**config.mk**
```make
export PLATFORM = sky130hd
export DESIGN_NAME = xact_initiator
export DESIGN_NICKNAME = d
export VERILOG_FILES = /design/src/rtl/xi_pkg.sv /design/src/rtl/xi_req_check.sv /design/src/rtl/xi_wait_timer.sv /design/src/rtl/xi_term_decode.sv /design/src/rtl/xact_initiator.sv
export SDC_FILE = /design/constraint.sdc
export NUM_CORES = 1
export LEC_CHECK = 0
export CAP_MARGIN = 15
export CORE_AREA = 4 4 115 117
export CTS_CLUSTER_SIZE = 30
export DETAILED_ROUTE_END_ITERATION = 6
export DIE_AREA = 0 0 119 121
export HOLD_SLACK_MARGIN = 0.08
export PLACE_DENSITY = 0.79
export SYNTH_ARGS = -nofsm -noshare
export SYNTH_HDL_FRONTEND = slang
export SYNTH_SLANG_ARGS = --single-unit
```
**constraint.sdc**
```tcl
create_clock -name clk_i -period 3.1 [get_ports clk_i]
set_input_delay 0.62 -clock clk_i [delete_from_list [all_inputs] [get_ports clk_i]]
set_output_delay 0.62 -clock clk_i [all_outputs]
set_load 0.1 [all_outputs]
```
**src/rtl/xi_pkg.sv**
```systemverilog
package xi_pkg;
  typedef enum logic [7:0] {
    ST_OK                  = 8'd0,
    ST_NO_DEVSEL           = 8'd1,
    ST_DEVSEL_LOST         = 8'd2,
    ST_TRDY_NO_DEVSEL      = 8'd3,
    ST_TRDY_TIMEOUT        = 8'd4,
    ST_STOP_TRDY_NO_DEVSEL = 8'd5,
    ST_TGT_ABORT           = 8'd6,
    ST_RETRY               = 8'd7,
    ST_DISCONNECT          = 8'd8,
    ST_SERR                = 8'd10,
    ST_PERR                = 8'd11,
    ST_MALFORMED           = 8'd12,
    ST_GENERAL             = 8'd14,
    ST_PENDING             = 8'hFF
  } xi_status_e;

  typedef enum logic [1:0] {S_IDLE, S_ADDR, S_DATA} xi_state_e;
endpackage

```
**src/rtl/xi_req_check.sv**
```systemverilog
module xi_req_check #(
  parameter int DW = 32
) (
  input  logic [DW-1:0] addr_i,
  input  logic [3:0]    cmd_i,
  output logic          ok_o
);
  logic cmd_ok;
  always_comb begin
    unique case (cmd_i)
      4'h2, 4'h3, 4'h6, 4'h7, 4'hA, 4'hB: cmd_ok = 1'b1;
      default:                            cmd_ok = 1'b0;
    endcase
  end
  assign ok_o = cmd_ok && (addr_i[1:0] == 2'b00);
endmodule

```
**src/rtl/xi_wait_timer.sv**
```systemverilog
module xi_wait_timer #(
  parameter int LIMIT = 5
) (
  input  logic clk_i,
  input  logic rst_ni,
  input  logic clr_i,
  input  logic en_i,
  output logic hit_o
);
  localparam int CW = $clog2(LIMIT + 1);
  localparam logic [CW-1:0] LAST = CW'(LIMIT - 1);

  logic [CW-1:0] cnt_q;

  always_ff @(posedge clk_i or negedge rst_ni) begin
    if (!rst_ni)                       cnt_q <= '0;
    else if (clr_i)                    cnt_q <= '0;
    else if (en_i && (cnt_q != LAST))  cnt_q <= cnt_q + 1'b1;
  end

  assign hit_o = en_i && (cnt_q == LAST);
endmodule

```
**src/rtl/xi_term_decode.sv**
```systemverilog
module xi_term_decode
  import xi_pkg::*;
(
  input  logic       active_i,
  input  logic       dev_i,
  input  logic       trdy_i,
  input  logic       stop_i,
  input  logic       serr_i,
  input  logic       perr_i,
  input  logic       dev_seen_i,
  input  logic       dev_to_i,
  input  logic       trdy_to_i,
  output logic       fin_o,
  output xi_status_e code_o
);
  logic fin;
  always_comb begin
    fin    = 1'b1;
    code_o = ST_GENERAL;
    if (serr_i)      code_o = ST_SERR;
    else if (perr_i) code_o = ST_PERR;
    else if (dev_i) begin
      if (stop_i && trdy_i) code_o = ST_DISCONNECT;
      else if (stop_i)      code_o = ST_RETRY;
      else if (trdy_i)      code_o = ST_OK;
      else if (trdy_to_i)   code_o = ST_TRDY_TIMEOUT;
      else                  fin = 1'b0;
    end else begin
      if (stop_i && trdy_i)         code_o = ST_STOP_TRDY_NO_DEVSEL;
      else if (trdy_i)              code_o = ST_TRDY_NO_DEVSEL;
      else if (stop_i && dev_seen_i) code_o = ST_TGT_ABORT;
      else if (stop_i)              code_o = ST_GENERAL;  // stop from a target never selected
      else if (dev_seen_i)          code_o = ST_DEVSEL_LOST;
      else if (dev_to_i)            code_o = ST_NO_DEVSEL;
      else                          fin = 1'b0;
    end
  end
  assign fin_o = active_i && fin;
endmodule

```
**src/rtl/xact_initiator.sv**
```systemverilog
module xact_initiator
  import xi_pkg::*;
#(
  parameter int DW        = 32,
  parameter int DEVSEL_TO = 5,
  parameter int TRDY_TO   = 16
) (
  input  logic            clk_i,
  input  logic            rst_ni,
  input  logic            req_valid_i,
  output logic            req_ready_o,
  input  logic [DW-1:0]   req_addr_i,
  input  logic [3:0]      req_cmd_i,
  input  logic [DW/8-1:0] req_be_i,
  input  logic [DW-1:0]   req_wdata_i,
  output logic            done_o,
  output logic [7:0]      status_o,
  output logic [DW-1:0]   rdata_o,
  output logic            frame_no,
  output logic            irdy_no,
  output logic [DW/8-1:0] cbe_no,
  output logic [DW-1:0]   ad_o,
  output logic            ad_oe_o,
  input  logic [DW-1:0]   ad_i,
  input  logic            devsel_ni,
  input  logic            trdy_ni,
  input  logic            stop_ni,
  input  logic            serr_ni,
  input  logic            perr_ni
);
  localparam int BEW = DW / 8;

  xi_state_e       state_q;
  logic [DW-1:0]   addr_q, wdata_q, rdata_q;
  logic [3:0]      cmd_q;
  logic [BEW-1:0]  be_q;
  logic            dev_seen_q, done_q;
  xi_status_e      status_q;

  logic req_ok, in_data, dev, dev_to, trdy_to, fin;
  xi_status_e code;

  assign in_data = (state_q == S_DATA);
  assign dev     = !devsel_ni;

  xi_req_check #(.DW(DW)) u_req_check (
    .addr_i (req_addr_i),
    .cmd_i  (req_cmd_i),
    .ok_o   (req_ok)
  );

  xi_wait_timer #(.LIMIT(DEVSEL_TO)) u_dev_timer (
    .clk_i  (clk_i),
    .rst_ni (rst_ni),
    .clr_i  (!in_data),
    .en_i   (in_data && !dev_seen_q && !dev),
    .hit_o  (dev_to)
  );

  xi_wait_timer #(.LIMIT(TRDY_TO)) u_trdy_timer (
    .clk_i  (clk_i),
    .rst_ni (rst_ni),
    .clr_i  (!in_data),
    .en_i   (in_data && dev),
    .hit_o  (trdy_to)
  );

  xi_term_decode u_term (
    .active_i   (in_data),
    .dev_i      (dev),
    .trdy_i     (!trdy_ni),
    .stop_i     (!stop_ni),
    .serr_i     (!serr_ni),
    .perr_i     (!perr_ni),
    .dev_seen_i (dev_seen_q),
    .dev_to_i   (dev_to),
    .trdy_to_i  (trdy_to),
    .fin_o      (fin),
    .code_o     (code)
  );

  always_ff @(posedge clk_i or negedge rst_ni) begin
    if (!rst_ni) begin
      state_q    <= S_IDLE;
      addr_q     <= '0;
      wdata_q    <= '0;
      rdata_q    <= '0;
      cmd_q      <= '0;
      be_q       <= '0;
      dev_seen_q <= 1'b0;
      done_q     <= 1'b0;
      status_q   <= ST_OK;
    end else begin
      done_q <= 1'b0;
      unique case (state_q)
        S_IDLE: begin
          if (req_valid_i) begin
            if (req_ok) begin
              addr_q     <= req_addr_i;
              cmd_q      <= req_cmd_i;
              be_q       <= req_be_i;
              wdata_q    <= req_wdata_i;
              dev_seen_q <= 1'b0;
              status_q   <= ST_PENDING;
              state_q    <= S_ADDR;
            end else begin
              done_q   <= 1'b1;
              status_q <= ST_MALFORMED;
              rdata_q  <= '0;
            end
          end
        end
        S_ADDR: state_q <= S_DATA;
        S_DATA: begin
          if (dev) dev_seen_q <= 1'b1;
          if (fin) begin
            state_q  <= S_IDLE;
            done_q   <= 1'b1;
            status_q <= code;
            // cmd bit 0 set marks a write
            rdata_q  <= (code == ST_OK && !cmd_q[0]) ? ad_i : '0;
          end
        end
        default: state_q <= S_IDLE;
      endcase
    end
  end

  always_comb begin
    frame_no = 1'b1;
    irdy_no  = 1'b1;
    cbe_no   = '1;
    ad_o     = '0;
    ad_oe_o  = 1'b0;
    unique case (state_q)
      S_ADDR: begin
        frame_no = 1'b0;
        cbe_no   = BEW'(cmd_q);
        ad_o     = addr_q;
        ad_oe_o  = 1'b1;
      end
      S_DATA: begin
        irdy_no = 1'b0;
        cbe_no  = ~be_q;
        ad_o    = cmd_q[0] ? wdata_q : '0;
        ad_oe_o = cmd_q[0];
      end
      default: ;
    endcase
  end

  assign req_ready_o = (state_q == S_IDLE);
  assign done_o      = done_q;
  assign status_o    = status_q;
  assign rdata_o     = rdata_q;
endmodule

```
== After elaboration in Yosys (flattened, before gate mapping) ==
Index checks and enable logic that the tools add are counted.

* Memories: 0
* Bits in writable memories: 0
* Word-level logic and storage cells: 118
* Output and inout bits: 81
* Register bits after elaboration: 124
* Latch bits: 0
* Bits in read-only memories: 0

* Reduce and logical (&&, ||, !) cells: 27
* Equal/unequal tests: 19
* Multiply operators: 0
* Div/mod/pow operators: 0
* Mux-type cells: 58
* Add/sub/neg operators: 2
* Bitwise operators: 1
* Shifts and indexed selects: 0
* Magnitude comparators: 0

{| class="wikitable"
|+ Operators with widths
! operator !! count
|-
| $mux W32 || 5
|-
| $pmux W32 S2 || 2
|-
| $mux W8 || 14
|-
| $mux W1 || 22
|-
| $pmux W8 S2 || 1
|-
| $logic_and A1 B1 Y1 || 12
|-
| $mux W5 || 2
|-
| $reduce_and A3 Y1 || 3
|-
| $eq A4 B2 Y1 const B || 2
|-
| $eq A4 B3 Y1 const B || 2
|-
| $eq A4 B4 Y1 const B || 2
|-
| $logic_not A8 Y1 || 1
|-
| $mux W4 || 2
|-
| $ne A2 B1 Y1 const B || 4
|-
| $pmux W4 S2 || 1
|-
| $reduce_and A4 Y1 || 2
|-
| $mux W2 || 3
|-
| $mux W3 || 2
|-
| $ne A2 B2 Y1 const B || 3
|-
| $pmux W1 S2 || 3
|-
| $pmux W2 S3 || 1
|-
| $reduce_or A6 Y1 || 1
|-
| $add A5 B1 Y5 const B || 1
|-
| $eq A5 B4 Y1 const B || 1
|-
| 10 further kinds || 15
|}

== Depth between registers and ports, before layout ==
* Word-level depth: 18
* Mapped depth: 9

== Hierarchy ==
Synthesis repeated with hierarchy kept, for this count alone.

* Cell total of the unflattened synthesis: 529
* Area total of the unflattened synthesis: 6143.4 um^2

{| class="wikitable"
|+ By module, submodules not included
! module !! area each (um^2) !! times used !! cells an instance
|-
| xact_initiator || 5450.2 || 1 || 451
|-
| xi_wait_timer at u_trdy_timer || 275.3 || 1 || 24
|-
| xi_wait_timer at u_dev_timer || 201.4 || 1 || 18
|-
| xi_term_decode || 197.7 || 1 || 34
|-
| xi_req_check || 18.8 || 1 || 2
|}

== Worst setup path before layout ==
OpenSTA, ideal clock, no wires.

* Path type: reg-to-output
* Start point: register state_q[0]
* End point: output cbe_no[2]
* Path slack: -916 ps
* Cell stages (with the launch flop): 7
* Arrival: 3396 ps
* Buffers on the path: 2
* Data required time: 2480 ps
* Cells stage by stage: dfrtp_1 inv_1 ha_1 clkbuf_1 inv_1 buf_1 o211ai_1

* Longest elaborated chain between the ends: 2
* Elaborated cells between the ends (all ways): 3
* Those cells by class: eq/ne (2); mux (1)

{| class="wikitable"
|+ Ends and longest elaborated chain
! what !! line !! text
|-
| from (decl) || xact_initiator.sv:33 || <nowiki>xi_state_e state_q;</nowiki>
|-
| from (signal assigned) || xact_initiator.sv:84 || <nowiki>state_q <= S_IDLE;</nowiki>
|-
| from (signal assigned) || xact_initiator.sv:105 || <nowiki>state_q <= S_ADDR;</nowiki>
|-
| from (signal assigned) || xact_initiator.sv:113 || <nowiki>S_ADDR: state_q <= S_DATA;</nowiki>
|-
| $eq A2 B2 Y1 || - ||
|-
| named net in_data || xact_initiator.sv:40 || <nowiki>logic req_ok, in_data, dev, dev_to, trdy_to, fin;</nowiki>
|-
| $pmux W4 S2 || xact_initiator.sv:135 || <nowiki>unique case (state_q)</nowiki>
|-
| to (decl) || xact_initiator.sv:21 || <nowiki>output logic [DW/8-1:0] cbe_no,</nowiki>
|}

The timed path passes the listed nets, and every way through them passes these cells.

== Worst setup path after layout ==
* Start point: register state_q[0]
* End point: output ad_o[8]

* Longest elaborated chain between the ends: 2
* Elaborated cells between the ends (all ways): 3
* Those cells by class: eq/ne (2); mux (1)

{| class="wikitable"
|+ Ends and longest elaborated chain
! what !! line !! text
|-
| $eq A2 B2 Y1 || - ||
|-
| named net in_data || xact_initiator.sv:40 ||
|-
| $pmux W32 S2 || xact_initiator.sv:135 ||
|-
| to (decl) || xact_initiator.sv:22 || <nowiki>output logic [DW-1:0] ad_o,</nowiki>
|}

The timed path passes the listed nets, and every way through them passes these cells.

==> key figures <==
Synth
  – Post-Syn Area: approximately 5400 sq um
  – Syn avg cell area: around 13 sq um
  – Syn_nets: around 550
  – Synth area leaders: dfrtp_1 (56%), mux2_2 (15%), a22o_1 (5.2%)
  – Top cell type by total area after synthesis: dfrtp_1
  – Syn Inst Count: 431
  – Synth Flop Type: dfrtp_1
  – #FFs+latches synth: between 100 and 150
  – Synth cell types: 48
  – Post-synthesis sequential area ratio: 0.5576
  – FFs w/ async S/R, synth: 1.000
  – Number of synthesized flops with an enable pin: 0
  – Ys Warns: 0
  – Synth top area share: 0.5576

Timing
  – Endpoints failing hold: 0
  – Post-route clock period utilization: 0.9439
  – # setup viols final: 0
  – Slew @ Worst Pin: about 0.9 ns
  – Slew Limit Headroom: 0.3996
  – Setup_tns: 0 ns
  – Clock Skew: 0.005788 ns
  – Top achievable clock speed: 341.8 MHz
  – RSZ-0062 raised after global routing: false
  – Minimum clock period: 2.926 ns
  – Pins Over Slew Limit: 0

GRT
  – Vias in the first global route: between 4,000 and 5,000
  – Largest net degree at the start of global routing: between 70 and 80
  – Total track usage: 0.2074
  – First-pass GRT wire length: ~24 mm
  – Total gr overflow: 0
  – Initial antenna violation count: 0

Finish
  – Area grow syn2layout: 55.21%
  – Post-Route Utilization: 0.6817
  – N_diodes: 0
  – Most common cell after layout, fill and taps aside: dfrtp_1
  – Proportion of layout cells with a drive suffix above 1: 0.3623
  – Final #Nets: 741
  – Most frequent cells in the layout: dfrtp_1 (121), clkdlybuf4s50_1 (110), mux2_2 (70)
  – Final Cell Area: between 8000 and 9000 sq um
  – Filler cell count: 900

Floorplanning
  – Die Footprint: about 14,000 sq um
  – Core box area: 12,360 sq um
  – I/O pin total: 193
  – Die W: roughly 120 microns
  – Initial Util: 0.4392
  – Die Height: between 100 and 150 microns
  – Rows: between 40 and 50

Pwr
  – Reg power frac: 0.307
  – Internal Power: roughly 4600 uW
  – Max VDD drop: a little over 0.5 mV
  – Comb pwr share: 0.463
  – P_sw: between 3000 and 4000 uW
  – Switching part of the total power: 0.4035
  – Clk pwr share: 0.230
  – Pwr/cell area: 911.9 nW/um^2
  – Leakage: around 0.0036 uW

Worst setup path
  – WP data required: ~2.5 ns
  – CP arrival: about 2.3 ns
  – CP top delay family: buffers and inverters
  – Worst path max stage delay: approximately 0.4 ns
  – Crit-path max FO: 20
  – Crit path buf inv count: 3
  – Crit start category: register
  – CP Cell Sequence: inv_1, ha_2, and2_1, buf_4, a22oi_1, nor2b_2, buf_12
  – Worst Setup Path Type: reg -> out
  – Critical path capture point type: output port
  – Slowest-stage cell, CP: dfrtp_1

Detailed routing
  – Routed len/inst: 18.00 microns
  – Post-DR vias/cell: between 5 and 6
  – Final wirelength: around 14 mm
  – Post-route DRC: 0
  – Routed Antenna Nets: 0
  – Max Used Layer: met4
  – First-pass DRT Iterations: 4
  – Met1 Routed Length: ~5.5 mm
  – Met2 wire length: approximately 7.7 mm
  – Iteration-0 DRC Markers: approximately 220
  – WL met3: 935 microns
  – Via Count: about 4,300

Clock tree
  – Post-CTS Setup Inserts: 0
  – Clock Sinks: 121
  – Total CTS buffers: 17
  – Hold buffers post-CTS: 0
  – Clock root buffer: clkbuf_16
  – CTS clk-pin slew, worst paths: roughly 0.050 ns
  – H-Tree Depth: 4
  – Worst skew pair latency: approximately 0.4 ns
  – Resize count post-CTS: 0
  – CTS tree: built
  – CTS max path bufs: 2

Run
  – MaxCap Viol Count: 0

Min path
  – Min-delay worst type: in -> async

Placed design
  – Gp weighted congestion: around 0.83
  – Placement Cell Area: 7891 sq um
  – Detailed placer's ending HPWL: ~10 mm
  – I/O Buffers: between 150 and 200

Status
  – Status: finished clean
==> power by group through the flow <==
stage / sequential [uW] / combinational, uW / clock, uW
after detailed placement: 2390 / 3580 / 0
after global routing: 2420 / 3740 / 1890
final: 2360 / 3560 / 1770
after CTS: 2360 / 3590 / 1810
after floorplan: 2500 / 2320 / 0
after global placement: 2350 / 3520 / 0
==> Yosys cell counts, types with 4 or more instances <==
library cell  count
nand2_1          11
dfrtp_1         121
o21ai_0           6
o211ai_1          5
buf_2             6
clkbuf_1         22
and3_1            4
nor2b_1          36
a22oi_1          32
mux2_2           70
inv_1            10
nor2_1           12
a22o_1           32
a21oi_1           9
ha_1              8
==> worst paths after layout <==
check / from / endpoint / slack, ns / depth (start not counted)
max: state_q[0] / ad_o[8] / 0.17 / 7
min: rst_ni / rdata_o[26] / 0.33 / 1
max reg2reg: state_q[0] / rdata_o[28] / 0.50 / 8
min reg2reg: cmd_q[1] / cmd_q[1] / 0.47 / 1
max in group asynchronous: rst_ni / rdata_o[10] / 2.00 / 2
min in group clk_i: cmd_q[1] / cmd_q[1] / 0.47 / 1
==> layer usage <==
layer	track usage	up-vias
met1	0.2470	2150
met4	0.07603	0
li1	-	1935
met2	0.3532	143
met3	0.06527	23
met5	0	-
==> cell type report <==
| type | instances | area, sq um | share of cell area |
|---|---|---|---|
| sequential | 121 | 3028 | 0.3593 |
| timing repair buffer | 206 | 2335 | 0.2770 |
| multi-input combinational | 265 | 2276 | 0.2700 |
| clock buffer | 28 | 526.8 | 0.06250 |
| tap | 172 | 215.2 | 0.02553 |
| inverter | 10 | 37.54 | 0.004454 |
| clock inverter | 2 | 10.01 | 0.001188 |
==> cells by family (layout without fill, tap and decap cells) <==
group           Yosys count  in the layout  share of synthesized area
fa+ha+maj                 8              8                    0.01843
compound gates          100            100                     0.1445
buf+inv                  45            246                    0.03871
simple gates             80             80                    0.08318
xor+xnor                  4              4                   0.006453
mux                      73             73                     0.1512
flops                   121            121                     0.5576
==> metrics by stage <==
stage	setup WS [ns]	hold WS (ns)	power [uW]	cells
6_report	0.1740	0.3349	7686	804
5_1_grt	0.01083	0.4150	8054	804
4_1_cts	0.1368	0.3657	7774	804
3_5_place_dp	0.2804	0.4549	5963	774
3_3_place_gp	0.3399	0.4517	5866	774
2_1_floorplan	-0.1571	0.3244	4812	431
==> flip-flops by register name, indices dropped and copies added (netlist names) <==
signal / cells
addr_q: 32
be_q: 4
cmd_q: 4
dev_seen_q: 1
done_o: 1
rdata_o: 32
state_q: 2
status_o: 5
u_dev_timer.cnt_q: 3
u_trdy_timer.cnt_q: 5
wdata_q: 32
No activity file was read; power rests on OpenSTA's default activity.
